$ cat src/rtl/ser24_pkg.sv
package ser24_pkg;
  typedef enum logic [1:0] {
    FR_IDLE  = 2'd0,
    FR_SHIFT = 2'd1,
    FR_HOLD  = 2'd2
  } fr_state_e;
endpackage

$ cat src/rtl/ser24_sync.sv
module ser24_sync #(
  parameter int unsigned W      = 3,
  parameter int unsigned STAGES = 2,
  parameter logic [W-1:0] RST_VAL = '0
) (
  input  logic         clk,
  input  logic         rst_n,
  input  logic [W-1:0] async_i,
  output logic [W-1:0] sync_o
);
  for (genvar b = 0; b < W; b++) begin : g_bit
    logic [STAGES-1:0] chain_q;
    always_ff @(posedge clk or negedge rst_n) begin
      if (!rst_n) chain_q <= {STAGES{RST_VAL[b]}};
      else        chain_q <= {chain_q[STAGES-2:0], async_i[b]};
    end
    assign sync_o[b] = chain_q[STAGES-1];
  end
endmodule

$ cat src/rtl/ser24_framer.sv
module ser24_framer
  import ser24_pkg::*;
#(
  parameter int unsigned BITS = 24,
  localparam int unsigned CW  = $clog2(BITS)
) (
  input  logic          clk,
  input  logic          rst_n,
  input  logic          mute,
  input  logic          sel_lvl,
  input  logic          sck_lvl,
  output logic          shift_en,
  output logic          commit,
  output logic          clear,
  output logic [CW-1:0] cnt
);
  localparam logic [CW-1:0] LAST = CW'(BITS - 1);

  fr_state_e     state_q, state_n;
  logic [CW-1:0] cnt_q, cnt_n;
  logic          sel_d, sck_d;
  logic          sel_fall, sck_fall;

  assign sel_fall = sel_d & ~sel_lvl;
  assign sck_fall = sck_d & ~sck_lvl;

  always_comb begin
    state_n  = state_q;
    cnt_n    = cnt_q;
    shift_en = 1'b0;
    commit   = 1'b0;
    clear    = 1'b0;
    unique case (state_q)
      FR_IDLE: begin
        if (!mute && sel_fall) begin
          state_n = FR_SHIFT;
          cnt_n   = '0;
          clear   = 1'b1;
        end
      end
      FR_SHIFT: begin
        if (mute || sel_lvl) begin
          state_n = FR_IDLE;
          cnt_n   = '0;
          clear   = 1'b1;
        end else if (sck_fall) begin
          shift_en = 1'b1;
          if (cnt_q == LAST) begin
            commit  = 1'b1;
            state_n = FR_HOLD;
            cnt_n   = '0;
          end else begin
            cnt_n = cnt_q + 1'b1;
          end
        end
      end
      FR_HOLD: begin
        if (mute || sel_lvl) state_n = FR_IDLE;
      end
      default: begin
        state_n = FR_IDLE;
        cnt_n   = '0;
      end
    endcase
  end

  always_ff @(posedge clk or negedge rst_n) begin
    if (!rst_n) begin
      state_q <= FR_IDLE;
      cnt_q   <= '0;
      sel_d   <= 1'b1;
      sck_d   <= 1'b1;
    end else begin
      state_q <= state_n;
      cnt_q   <= cnt_n;
      sel_d   <= sel_lvl;
      sck_d   <= sck_lvl;
    end
  end

  assign cnt = cnt_q;
endmodule

$ cat src/rtl/ser24_shift.sv
module ser24_shift #(
  parameter int unsigned BITS = 24
) (
  input  logic            clk,
  input  logic            rst_n,
  input  logic            clear,
  input  logic            shift_en,
  input  logic            commit,
  input  logic            din,
  output logic            valid_o,
  output logic [BITS-1:0] word_o
);
  logic [BITS-1:0] sr_q;
  logic [BITS-1:0] sr_next;

  assign sr_next = {sr_q[BITS-2:0], din};

  always_ff @(posedge clk or negedge rst_n) begin
    if (!rst_n) begin
      sr_q    <= '0;
      word_o  <= '0;
      valid_o <= 1'b0;
    end else begin
      valid_o <= commit;
      if (clear)         sr_q <= '0;
      else if (shift_en) sr_q <= sr_next;
      if (commit)        word_o <= sr_next;
    end
  end
endmodule

$ cat src/rtl/ser24_rx.sv
module ser24_rx #(
  parameter int unsigned BITS = 24,
  localparam int unsigned CW  = $clog2(BITS)
) (
  input  logic            clk,
  input  logic            rst_n,
  input  logic            rx_mute,
  input  logic            ser_sck,
  input  logic            ser_sel_n,
  input  logic            ser_sdi,
  output logic            word_valid,
  output logic [BITS-1:0] word_data
);
  logic [2:0]    port_sync;
  logic          sel_lvl, sck_lvl, sdi_lvl;
  logic          shift_en, commit, clear;
  logic [CW-1:0] bit_cnt;

  ser24_sync #(.W(3), .STAGES(2), .RST_VAL(3'b110)) u_sync (
    .clk     (clk),
    .rst_n   (rst_n),
    .async_i ({ser_sel_n, ser_sck, ser_sdi}),
    .sync_o  (port_sync)
  );

  assign {sel_lvl, sck_lvl, sdi_lvl} = port_sync;

  ser24_framer #(.BITS(BITS)) u_frm (
    .clk      (clk),
    .rst_n    (rst_n),
    .mute     (rx_mute),
    .sel_lvl  (sel_lvl),
    .sck_lvl  (sck_lvl),
    .shift_en (shift_en),
    .commit   (commit),
    .clear    (clear),
    .cnt      (bit_cnt)
  );

  ser24_shift #(.BITS(BITS)) u_shf (
    .clk      (clk),
    .rst_n    (rst_n),
    .clear    (clear),
    .shift_en (shift_en),
    .commit   (commit),
    .din      (sdi_lvl),
    .valid_o  (word_valid),
    .word_o   (word_data)
  );
endmodule

$ cat config.mk
export PLATFORM = sky130hd
export DESIGN_NAME = ser24_rx
export DESIGN_NICKNAME = d
export VERILOG_FILES = /design/src/rtl/ser24_pkg.sv /design/src/rtl/ser24_sync.sv /design/src/rtl/ser24_framer.sv /design/src/rtl/ser24_shift.sv /design/src/rtl/ser24_rx.sv
export SDC_FILE = /design/constraint.sdc
export NUM_CORES = 1
export LEC_CHECK = 0
export ABC_CLOCK_PERIOD_IN_PS = 2300
export BUFFER_PORTS_ARGS = -buffer_cell sky130_fd_sc_hd__buf_2
export CORE_MARGIN = 5
export CORE_UTILIZATION = 47
export CTS_CLUSTER_SIZE = 16
export DETAILED_ROUTE_END_ITERATION = 7
export GPL_TIMING_DRIVEN = 0
export PLACE_DENSITY = 0.71
export SLEW_MARGIN = 20
export SYNTH_ARGS = -nofsm -noshare
export SYNTH_HDL_FRONTEND = slang
export SYNTH_HIERARCHICAL = 1
export SYNTH_SLANG_ARGS = --single-unit
$ cat constraint.sdc
create_clock -name clk -period 2.3 [get_ports clk]
set_clock_uncertainty 0.2 [all_clocks]
set_input_delay 0.23 -clock clk [delete_from_list [all_inputs] [get_ports clk]]
set_output_delay 0.23 -clock clk [all_outputs]
set_load 0.02 [all_outputs]
Yosys cells after proc, flatten, opt, wreduce, memory -nomap -nowiden
Cells that the tools add are included.
Storage, ports and cells
  register bits after elaboration: 63
  input port bits: 6
  output and inout port bits: 25
  word-level logic and storage cells: 53
Cells by class
  add/subtract/negate cells: 1
  equal/unequal tests: 7
  mux-type cells: 23
  bitwise operators: 5
  reduce and logical (&&, ||, !) cells: 7
Operators by type and width (count)
  $mux W23: 2
  $mux W5: 4
  $pmux W5 S3: 1
  $mux W2: 5
  $mux W1: 9
  $ne A3 B1 Y1 const B: 2
  $pmux W2 S3: 1
  $add A5 B1 Y5 const B: 1
  $eq A5 B5 Y1 const B: 1
  $ne A2 B1 Y1 const B: 2
  $reduce_and A4 Y1: 1
  $not A1 Y1: 3
  $reduce_and A3 Y1: 1
  $and A1 B1 Y1: 2
  $eq A2 B1 Y1 const B: 1
  $eq A2 B2 Y1 const B: 1
  $logic_not A2 Y1: 1
  $pmux W1 S2: 1
  $reduce_bool A2 Y1: 1
  $logic_and A1 B1 Y1: 1
  $logic_not A1 Y1: 1
  $logic_or A1 B1 Y1: 1

Depth between registers and ports, before layout
Gate-level depths: netlist of run 1.
  depth after elaboration: 7
  depth in mapped cells: 7
  mapped depth without buffers: 4

By module
Netlist of run 1, hierarchy kept.
Modules (own cells, without submodules)
  ser24_shift: times used 1, cells each 126, area an instance 1951.9 um2, sequential area each 1201.2 um2
  ser24_framer: times used 1, cells each 49, area an instance 511.7 um2, sequential area each 227.7 um2
  ser24_sync: times used 1, cells each 9, area an instance 177.7 um2, sequential area each 155.1 um2

Worst setup path before layout of run 1
Ideal clock, no wire load.
  path kind: register -> register
  from: reg u_sync.g_bit[2].chain_q[1]
  to: reg u_shf.word_o[10]
  setup time: 125 ps
  data arrival time: 1763 ps
  data required time: 1975 ps
  slack: 212 ps
  cell stages (with the launch flop): 7
  path buffers: 3
  period minus slack after synthesis: 2088 ps
  cell sequence: dfstp_2 -> buf_4 -> nor4b_1 -> and3_1 -> buf_6 -> buf_12 -> mux2_4
Between the ends
  longest elaborated chain between the ends: 3
RTL lines
  start, declared: line ser24_sync.sv:12  | logic [STAGES-1:0] chain_q;
  start signal, assigned: line ser24_sync.sv:14  | if (!rst_n) chain_q <= {STAGES{RST_VAL[b]}};
  start signal, assigned: line ser24_sync.sv:15  | else chain_q <= {chain_q[STAGES-2:0], async_i[b]};
  $logic_or A1 B1 Y1: line ser24_framer.sv:42  | if (mute || sel_lvl) begin
  $mux W1: line ser24_framer.sv:42
  $mux W1: line ser24_framer.sv:33  | unique case (state_q)
  net commit: line ser24_rx.sv:16  | logic shift_en, commit, clear;
  end signal, assigned: line ser24_shift.sv:27  | if (commit) word_o <= sr_next;
  end, declared: line ser24_shift.sv:11  | output logic [BITS-1:0] word_o
The timed path passes the listed nets, and every way through them passes these cells.
A chain may end at the register's enable or synchronous reset.

Worst setup path after layout of run 1
  from: reg u_sync.g_bit[2].chain_q[1]
  to: reg u_shf.sr_q[21]
Between the ends
  elaborated cells between the ends (all ways): 11
  classes of those cells: 6 x mux; 2 x bitwise; 3 x reduce/logical
RTL lines
  $logic_or A1 B1 Y1: line ser24_framer.sv:42
  $mux W1: line ser24_framer.sv:42
  $mux W1: line ser24_framer.sv:33
  net shift_en: line ser24_rx.sv:16
  $reduce_bool A2 Y1 (no source line)
  end signal, assigned: line ser24_shift.sv:26  | else if (shift_en) sr_q <= sr_next;
  end, declared: line ser24_shift.sv:13  | logic [BITS-1:0] sr_q;
The timed path passes the listed nets, and every way through them passes these cells.

==> metrics.txt, run 1 <==
finished layout cell area 3150 um2; share of cells above drive strength 1 0.385; die area 7220 um2; Ports 31; first-pass GRT wire length 7710 um; CORE AREA 5470 um2; DP Area 2880 um2; CTS tree built; Setup crit end kind flip-flop; CTS Buf Count 9; CP required 2.30 ns; Setup Crit Path Kind flip-flop to flip-flop; Clk Latency, worst-skew pair 0.33 ns; sequential share of power 0.519; Hold Crit Class input port to flip-flop; die height 85.0 um; Synth Instances 184; # clock sinks 63; FMAX 463 MHz; HPWL after DPL 2780 um; Worst Hold Slack 0.0796 ns; diode count 0; switching portion of total power 0.215; Synth Area per Inst 14.4 um2; Worst-Margin Slew 0.765 ns; Seq cells post-synth 63; Clk pwr share 0.448; initial antenna violation count 0; Sw Pwr 465 uW; Slew HR 0.490; synth unique cells 34; largest net degree at the start of global routing 64; Worst EP arrival 2.16 ns; Final Util 0.575; # H-tree levels 3; IO Port Bufs 30; RSZ-0062 raised after global routing false; Detailed Routing Iterations Pass 1 4; multi-input combinational cell area 948 um2; Int Power 1.70 mW; pre-CTS setup slack -0.0153 ns; status complete, no violations; post-synthesis cell area 2640 um2; clk buf depth 2; total wire length 4280 um; crit path max fanout 10; CTS Root Buffer Type clkbuf_8; Leak 1.53 nW; logic gate share of total power 0.033; postcts setup bufs 0; crit start category flip-flop; syn_nets 191; Vias 1533; post-route ant nets 0; vias in the first global route 1613; Clk pin slew, worst setup/hold paths 0.06 ns; Die Width 85.0 um; Final setup viols 0; WL per Instance 14.0 um; sequential cell area 1580 um2; # DRC 0; power per cell area 689 nW/um2; maximum vdd drop 0.330 mV; Vias per Instance 5.01; row count 27; Layout Nets 236; period utilization 0.940; Syn-to-layout area delta 19.1%; fillers 472; final number of max-transition violations 0; GR Overflow Total 0; sequential area share after synthesis 0.600; initial DRC count 56; setup ws final 0.138 ns; Hold Fails Final Rpt 0; # Max-Cap Violations 0; initial cell density of the core 0.483; Synth Warn # 6; minimum clock period 2.16 ns; GR Util All Layers 0.136; final RePlAce weighted congestion 0.790
[final timing paths]
path	start	end	slack, ns	cells after the start
worst max-delay path	u_sync/g_bit[2].chain_q[1]$_DFF_PN1_	u_shf/sr_q[21]$_DFFE_PN0P_	0.14	7
worst min register to register	u_sync/g_bit[0].chain_q[0]$_DFF_PN0_	u_sync/g_bit[0].chain_q[1]$_DFF_PN0_	0.15	0
worst max register to register	u_sync/g_bit[2].chain_q[1]$_DFF_PN1_	u_shf/sr_q[21]$_DFFE_PN0P_	0.14	7
min in group asynchronous	rst_n	u_shf/valid_o$_DFF_PN0_	0.32	2
worst min-delay path	rx_mute	u_frm/state_q[1]$_DFFE_PN0P_	0.08	3
max in group asynchronous	rst_n	u_shf/sr_q[22]$_DFFE_PN0P_	1.08	2
[critical path, cell delays in order (launching register included)]
cell     delay [ns]
dfstp_2        0.36
buf_4          0.15
or4b_4         0.58
nor2_4         0.15
buf_4          0.17
buf_6          0.17
mux2i_1        0.19
nor2_1         0.06
[area by class of cell]
class	instances	share of cell area
Clock buffer	11	0.0481
Tap cell	72	0.0286
Sequential cell	63	0.504
Multi-Input combinational cell	108	0.302
Timing Repair Buffer	34	0.0613
Inverter	1	0.00119
Buffer	12	0.0378
Clock inverter	5	0.0179
[kinds of logic (layout without fill, tap and decap cells)]
family,Yosys count,in the layout,share of synthesized area
fa+ha+maj,1,1,0.00474
buf+inv,13,63,0.0464
mux,48,48,0.222
compound gates,11,11,0.0303
simple gates,48,48,0.0971
flops,63,63,0.600
[power groups by stage]
stage	clock [mW]	combinational (mW)	sequential, mW
global route	1.05	0.0810	1.13
floorplan	0	0.0313	1.14
finish	0.971	0.0705	1.12
CTS	0.996	0.0717	1.12
global placement	0	0.0648	1.15
detailed placement	0	0.0658	1.15
[synth_stat cells, drive strengths merged]
cell	count	area, um2
dfrtp	57	1430
nor2	27	101
mux2	24	345
mux2i	24	240
buf	10	111
dfstp	6	158
nand3	6	30.0
a22o	3	26.3
and4b	2	20.0
clkbuf	2	7.51
nor4b	2	17.5
o22ai	2	12.5
or4b	2	23.8
a21boi	1	7.51
a21oi	1	5.00
a22oi	1	7.51
a31o	1	8.76
and3	1	6.26
ha	1	12.5
inv	1	3.75
nand2	1	3.75
nand2b	1	6.26
nand3b	1	7.51
nand4b	1	8.76
nor2b	1	6.26
nor3b	1	7.51
nor4bb	1	10.0
o211ai	1	7.51
o21ai	1	5.00
or4	1	7.51
[routing by layer]
metal,track usage,wire (um),vias to the layer above
met2,0.197,1890,37
met3,0.0330,175,8
met5,0,0,-
met4,0.0863,109,0
li1,-,-,731
met1,0.181,2100,757
[timing repair]
item	4_1_cts	5_1_grt
gates resized for setup	1	2
endpoints found under the setup margin	20	20
pin swaps	0	0
hold buffers	4	0
endpoints found under the hold margin	60	0
[registers in the layout, summed over array words and instances, names as in the netlist]
signal	cells
u_shf/sr_q	23
u_frm/cnt	5
u_shf/valid_o	1
u_frm/state_q	2
u_frm/sel_d	1
u_frm/sck_d	1
u_shf/word_o	24
u_sync/g_bit.chain_q	6
[through the flow]
step | cells | power, mW | TNS (ns)
global route | 306 | 2.26 | 0
CTS | 306 | 2.19 | 0
finish | 306 | 2.17 | 0
detailed placement | 286 | 1.21 | -0.176
floorplan | 184 | 1.18 | 0
global placement | 286 | 1.21 | -0.00235
[cells in the final DEF, fill, tap and decap left out, types with 2 or more instances in the layout]
cell,instances
mux2_4,20
a22o_1,3
buf_6,3
nor2_1,26
clkbuf_1,2
dlygate4sd3_1,4
dfrtp_1,57
clkinv_2,2
mux2i_1,24
o22ai_1,2
and4b_1,2
buf_4,6
buf_12,2
clkbuf_8,11
nand3_1,6
dfstp_2,6
buf_2,29
mux2_2,4
(Power assumes the default switching activity.)
==> run 2, diff against run 1 <==
Settings changed: SYNTH_HIERARCHICAL 1 to default.
==> run 2 against run 1 <==
Effect of this change: sequential share of layout area rose by 2.2 points; register-to-register slack improved by 0.03 ns; combinational power fell by 9.1%; global-route usage rose by 0.43 points; non-clock buffer count did not move; cell area fell by 4.3%; maximum frequency fell by 0.36%.
==> metrics.txt, run 2 <==
IO Port Bufs 30; Final setup viols 0; Slew HR 0.484; worst reg2reg setup slack 0.17 ns; WL per Instance 13.3 um; commonest non-fill, non-tap cell in the layout dfrtp_1; crit start category input port; CTS Buf Count 9; switching portion of total power 0.196; Slowest cell on crit path dlygate4sd3_1; most frequent cell after synthesis dfrtp_1; finished layout cell area 3010 um2; postcts setup bufs 0; Clk pin slew, worst setup/hold paths 0.06 ns; # clock sinks 63; final number of max-transition violations 0; vias in the first global route 1612; Worst-Margin Slew 0.774 ns; Syn-to-layout area delta 20.6%; Post-synth EDFFs 0; synth unique cells 34; DR WL met3 245 um; WL met2 1850 um; Int Power 1.81 mW; DP Area 2740 um2; CORE AREA 5140 um2; HPWL after DPL 2810 um; CTS resizes 0; die area 6870 um2; crit path max fanout 10; Routed met1 length 2160 um; Setup crit end kind flip-flop; initial cell density of the core 0.486; top routing layer in use met4; Detailed Routing Iterations Pass 1 4; Hold Crit Class flip-flop to flip-flop; GR Overflow Total 0; largest registers u_shf.word_o x24, u_shf.sr_q x23, u_sync.g_bit.chain_q x6; Synth Warn # 0; slowest stage delay, CP 0.53 ns; Seq cells post-synth 63; CTS Root Buffer Type clkbuf_8; maximum vdd drop 0.397 mV; Clk pwr share 0.471; sequential area share after synthesis 0.634; power per cell area 747 nW/um2; post-synthesis cell area 2500 um2; CP required 2.31 ns; Vias 1635; Die Width 82.9 um; first-pass GRT wire length 7710 um; sequential share of power 0.501; clk buf depth 2; FMAX 461 MHz; Clk Latency, worst-skew pair 0.33 ns; top cells by area, synth dfrtp_1 (57%), mux2_1 (8.6%), nand2_1 (7.4%); post-route ant nets 0; commonest cells after routing, fill and taps aside dfrtp_1 (57), nand2_1 (49), buf_2 (32), a21oi_1 (25), mux2_1 (19); post-synth top area cell dfrtp_1; diode count 0; initial DRC count 106; die height 82.9 um; Largest register FFs 24; period utilization 0.943; initial antenna violation count 0; Sw Pwr 441 uW; Design Power 2.25 mW; share of cells above drive strength 1 0.266; critical path's top delay family buffers and inverters; total wire length 4350 um; # DRC 0; minimum clock period 2.17 ns; largest net degree at the start of global routing 64; RSZ-0062 raised after global routing false; Cell Chain, Critical Path dlygate4sd3_1 -> buf_2 -> nor4b_4 -> nand2_4 -> nor2_8 -> buf_6 -> mux2_1; syn_nets 212; row count 26; Post-synth top flop dfrtp_1; Largest Register u_shf.word_o; final RePlAce weighted congestion 0.795; status complete, no violations; Hold Fails Final Rpt 0; Worst EP arrival 2.18 ns; CP bufs+invs 3; Setup Crit Path Kind input port to flip-flop; Ports 31; Synth Instances 205; setup tns final 0 ns; Worst Hold Slack 0.149 ns; Post-synth ARST share 1.00; most frequent cells after synthesis dfrtp_1 (57), nand2_1 (49), a21oi_1 (25), mux2_1 (19); # H-tree levels 3; top cell type's share of synthesized area 0.571; GR Util All Layers 0.140; Synth Area per Inst 12.2 um2; Vias per Instance 5.02; Layout Nets 258; # Max-Cap Violations 0; logic gate share of total power 0.028; Leak 1.51 nW; CTS tree built
-- run 2: cell count changes after synthesis, moves of 3 or more --
| cell | delta |
|---|---|
| mux2_4 | -20 |
| buf_2 | +3 |
| o21ai_0 | +5 |
| a21oi_1 | +24 |
| mux2_1 | +19 |
| mux2i_1 | -24 |
| nor2_1 | -25 |
| nand3_1 | -6 |
| nand2_1 | +48 |
-- run 2: worst reg2reg max path: stages (launching register included) --
cell and delay [ns]:
dfrtp_1 0.47, nor4b_4 0.47, nand2_4 0.16, nor2_8 0.19
buf_6 0.19, mux2_1 0.33
-- run 2: path summary, 6_finish.rpt --
kind                                                 startpoint                                    to  depth (start not counted)
min reg2reg                u_sync.g_bit[0].chain_q[0]$_DFF_PN0_  u_sync.g_bit[0].chain_q[1]$_DFF_PN0_                          0
max                                                     rx_mute           u_shf.word_o[1]$_DFFE_PN0P_                          7
min in group asynchronous                                 rst_n           u_shf.word_o[2]$_DFFE_PN0P_                          2
max in group asynchronous                                 rst_n          u_shf.word_o[12]$_DFFE_PN0P_                          2
max reg2reg                        u_frm.state_q[1]$_DFFE_PN0P_           u_shf.word_o[1]$_DFFE_PN0P_                          5
min                        u_sync.g_bit[0].chain_q[0]$_DFF_PN0_  u_sync.g_bit[0].chain_q[1]$_DFF_PN0_                          0
-- run 2: kinds of logic after synthesis --
family | synth area share
muxes | 0.108
AOI/OAI and AO/OA | 0.0832
buffers and inverters | 0.0316
DFF | 0.634
adders and majority gates | 0.00501
and+or+nand+nor | 0.138
-- run 2: power groups by stage --
stage          registers (mW)  clock network [mW]  logic [mW]
3_5_place_dp             1.15                   0      0.0588
5_1_grt                  1.13                1.15      0.0736
4_1_cts                  1.13                1.09      0.0657
2_1_floorplan            1.15                   0      0.0250
3_3_place_gp             1.15                   0      0.0581
6_report                 1.13                1.06      0.0641
-- run 2: per-layer routing --
| metal | GRT usage | up-vias |
|---|---|---|
| li1 | - | 801 |
| met1 | 0.191 | 788 |
| met2 | 0.192 | 35 |
| met3 | 0.0604 | 11 |
| met4 | 0.0624 | 0 |
| met5 | 0 | - |
-- run 2: per-stage QoR --
| stage | instances | util | worst slack (ns) |
|---|---|---|---|
| floorplan | 205 | - | 0.375 |
| global placement | 305 | 0.532 | 0.191 |
| detailed placement | 305 | 0.533 | 0.169 |
| CTS | 326 | 0.586 | 0.0964 |
| global route | 326 | 0.586 | 0.0351 |
| finish | 326 | 0.586 | 0.130 |
-- run 2: timing repair --
item / in CTS / in global routing
endpoints found under the hold margin: 61 / 0
hold buffers: 5 / 0
setup endpoints to repair: 0 / 2
-- run 2: cell type report --
cell class / instances / area, um2
clock inverter: 3 / 65.1
inverter: 1 / 3.75
timing repair buffer: 35 / 203
multi-input combinational: 130 / 835
tap: 70 / 87.6
sequential: 63 / 1580
clock buffer: 13 / 159
buffer: 11 / 75.1
fill: 467 / 2130
==> run 3, diff against run 2 <==
Settings changed: RECOVER_POWER from default to 25.
==> run 3 against run 2 <==
Effect of this change: the flow now finishes with violations (max-capacitance violations, max-slew violations); setup slack better by 0.0016 ns; clock-buffer cell count unchanged; largest cell class unchanged; critical endpoint unchanged; sequential power hardly changed; combinational power down 1%; wire length rose by 0.25%.
==> metrics.txt, run 3 (synthesis results as in run 2) <==
GR Util All Layers 0.140; Setup crit end kind flip-flop; Final setup viols 0; Clk Latency, worst-skew pair 0.33 ns; IO Port Bufs 30; commonest non-fill, non-tap cell in the layout dfrtp_1; maximum vdd drop 0.396 mV; CTS resizes 0; Worst Hold Slack 0.149 ns; power per cell area 754 nW/um2; Clk pin slew, worst setup/hold paths 0.06 ns; Slew HR -0.00770; Detailed Routing Iterations Pass 1 4; Worst-Margin Slew 1.51 ns; crit path max fanout 10; diode count 0; initial DRC count 92; final RePlAce weighted congestion 0.795; WL per Instance 13.4 um; row count 26; # Max-Cap Violations 1; largest registers u_shf.word_o x24, u_shf.sr_q x23, u_sync.g_bit.chain_q x6; met3 GRT Util 0.0604; dpl cells 305; period utilization 0.943; # H-tree levels 3; initial cell density of the core 0.486; setup ws final 0.132 ns; largest net degree at the start of global routing 64; vias in the first global route 1612; HPWL after DPL 2810 um; commonest cells after routing, fill and taps aside dfrtp_1 (57), nand2_1 (49), clkbuf_1 (28), a21oi_1 (25), mux2_1 (19); Die Width 82.9 um; FMAX 461 MHz; minimum clock period 2.17 ns; met1 Resource Use GR 0.191; finished layout cell area 2980 um2; Worst EP arrival 2.17 ns; share of cells above drive strength 1 0.168; CTS Root Buffer Type clkbuf_8; clk buf depth 2; total wire length 4360 um; Largest Register u_shf.word_o; # clock sinks 63; setup tns final 0 ns; GR Overflow Total 0; status complete, but fails checks; crit start category input port; Setup Crit Path Kind input port to flip-flop; initial antenna violation count 0; grt met2 use 0.192; first-pass GRT wire length 7710 um; final number of max-transition violations 64; Design Power 2.25 mW; Syn-to-layout area delta 19.3%; Largest register FFs 24; fillers 469; Hold Fails Final Rpt 0; DP Area 2740 um2; Final Util 0.580; pre-CTS setup slack 0.169 ns; post-route ant nets 0; die area 6870 um2; violations in the final reports max-capacitance violations, max-slew violations; Finished Layout Cells 326; CTS tree built; # DRC 0; RSZ-0062 raised after global routing false; CTS Buf Count 9; GR peak layer met2; CP required 2.31 ns; Vias per Instance 5.02; Ports 31; Vias 1638; Layout Nets 258; Leak 1.41 nW; Hold Crit Class flip-flop to flip-flop; die height 82.9 um; CORE AREA 5140 um2
[run 3: area by class of cell]
type	count	area [um2]	area share
Buffer	11	75.1	0.0252
Tap cell	70	87.6	0.0294
Timing Repair Buffer	35	171	0.0575
Sequential cell	63	1580	0.531
Clock buffer	13	159	0.0533
Inverter	1	3.75	0.00126
Clock inverter	3	65.1	0.0218
Multi-Input combinational cell	130	835	0.280
[run 3: metal layers]
layer / wire length (um) / share of wire
met3: 237 / 0.054
met2: 1840 / 0.42
met5: 0 / 0
met4: 96 / 0.022
met1: 2190 / 0.50
[run 3: power breakdown]
group | total, mW | switching (mW) | internal [mW] | leakage [nW]
Clock | 1.06 | 0.389 | 0.669 | 0.114
Sequential | 1.13 | 0.00590 | 1.12 | 0.853
Combinational | 0.0634 | 0.0443 | 0.0190 | 0.439
Total | 2.25 | 0.439 | 1.81 | 1.41
[run 3: critical path: stages]
cell and delay (ns):
dlygate4sd3_1 0.53, buf_2 0.17, nor4b_4 0.38, nand2_4 0.16, nor2_8 0.19, buf_6 0.19
mux2_1 0.33
[run 3: final timing paths]
path                                                      startpoint                                   end  slack, ns  cells past startpoint
worst max-delay path                                         rx_mute           u_shf.word_o[1]$_DFFE_PN0P_       0.13                      7
worst min-delay path            u_sync.g_bit[0].chain_q[0]$_DFF_PN0_  u_sync.g_bit[0].chain_q[1]$_DFF_PN0_       0.15                      0
min in group asynchronous                                      rst_n           u_shf.word_o[2]$_DFFE_PN0P_       0.62                      2
max in group asynchronous                                      rst_n          u_shf.word_o[12]$_DFFE_PN0P_       0.39                      2
worst max register to register          u_frm.state_q[1]$_DFFE_PN0P_           u_shf.word_o[1]$_DFFE_PN0P_       0.17                      5
worst min register to register  u_sync.g_bit[0].chain_q[0]$_DFF_PN0_  u_sync.g_bit[0].chain_q[1]$_DFF_PN0_       0.15                      0
[run 3: repair_timing]
item	in CTS	in global routing
hold endpoints to repair	61	0
setup endpoints to repair	0	2
hold buffers	5	0
setup buffers	0	0
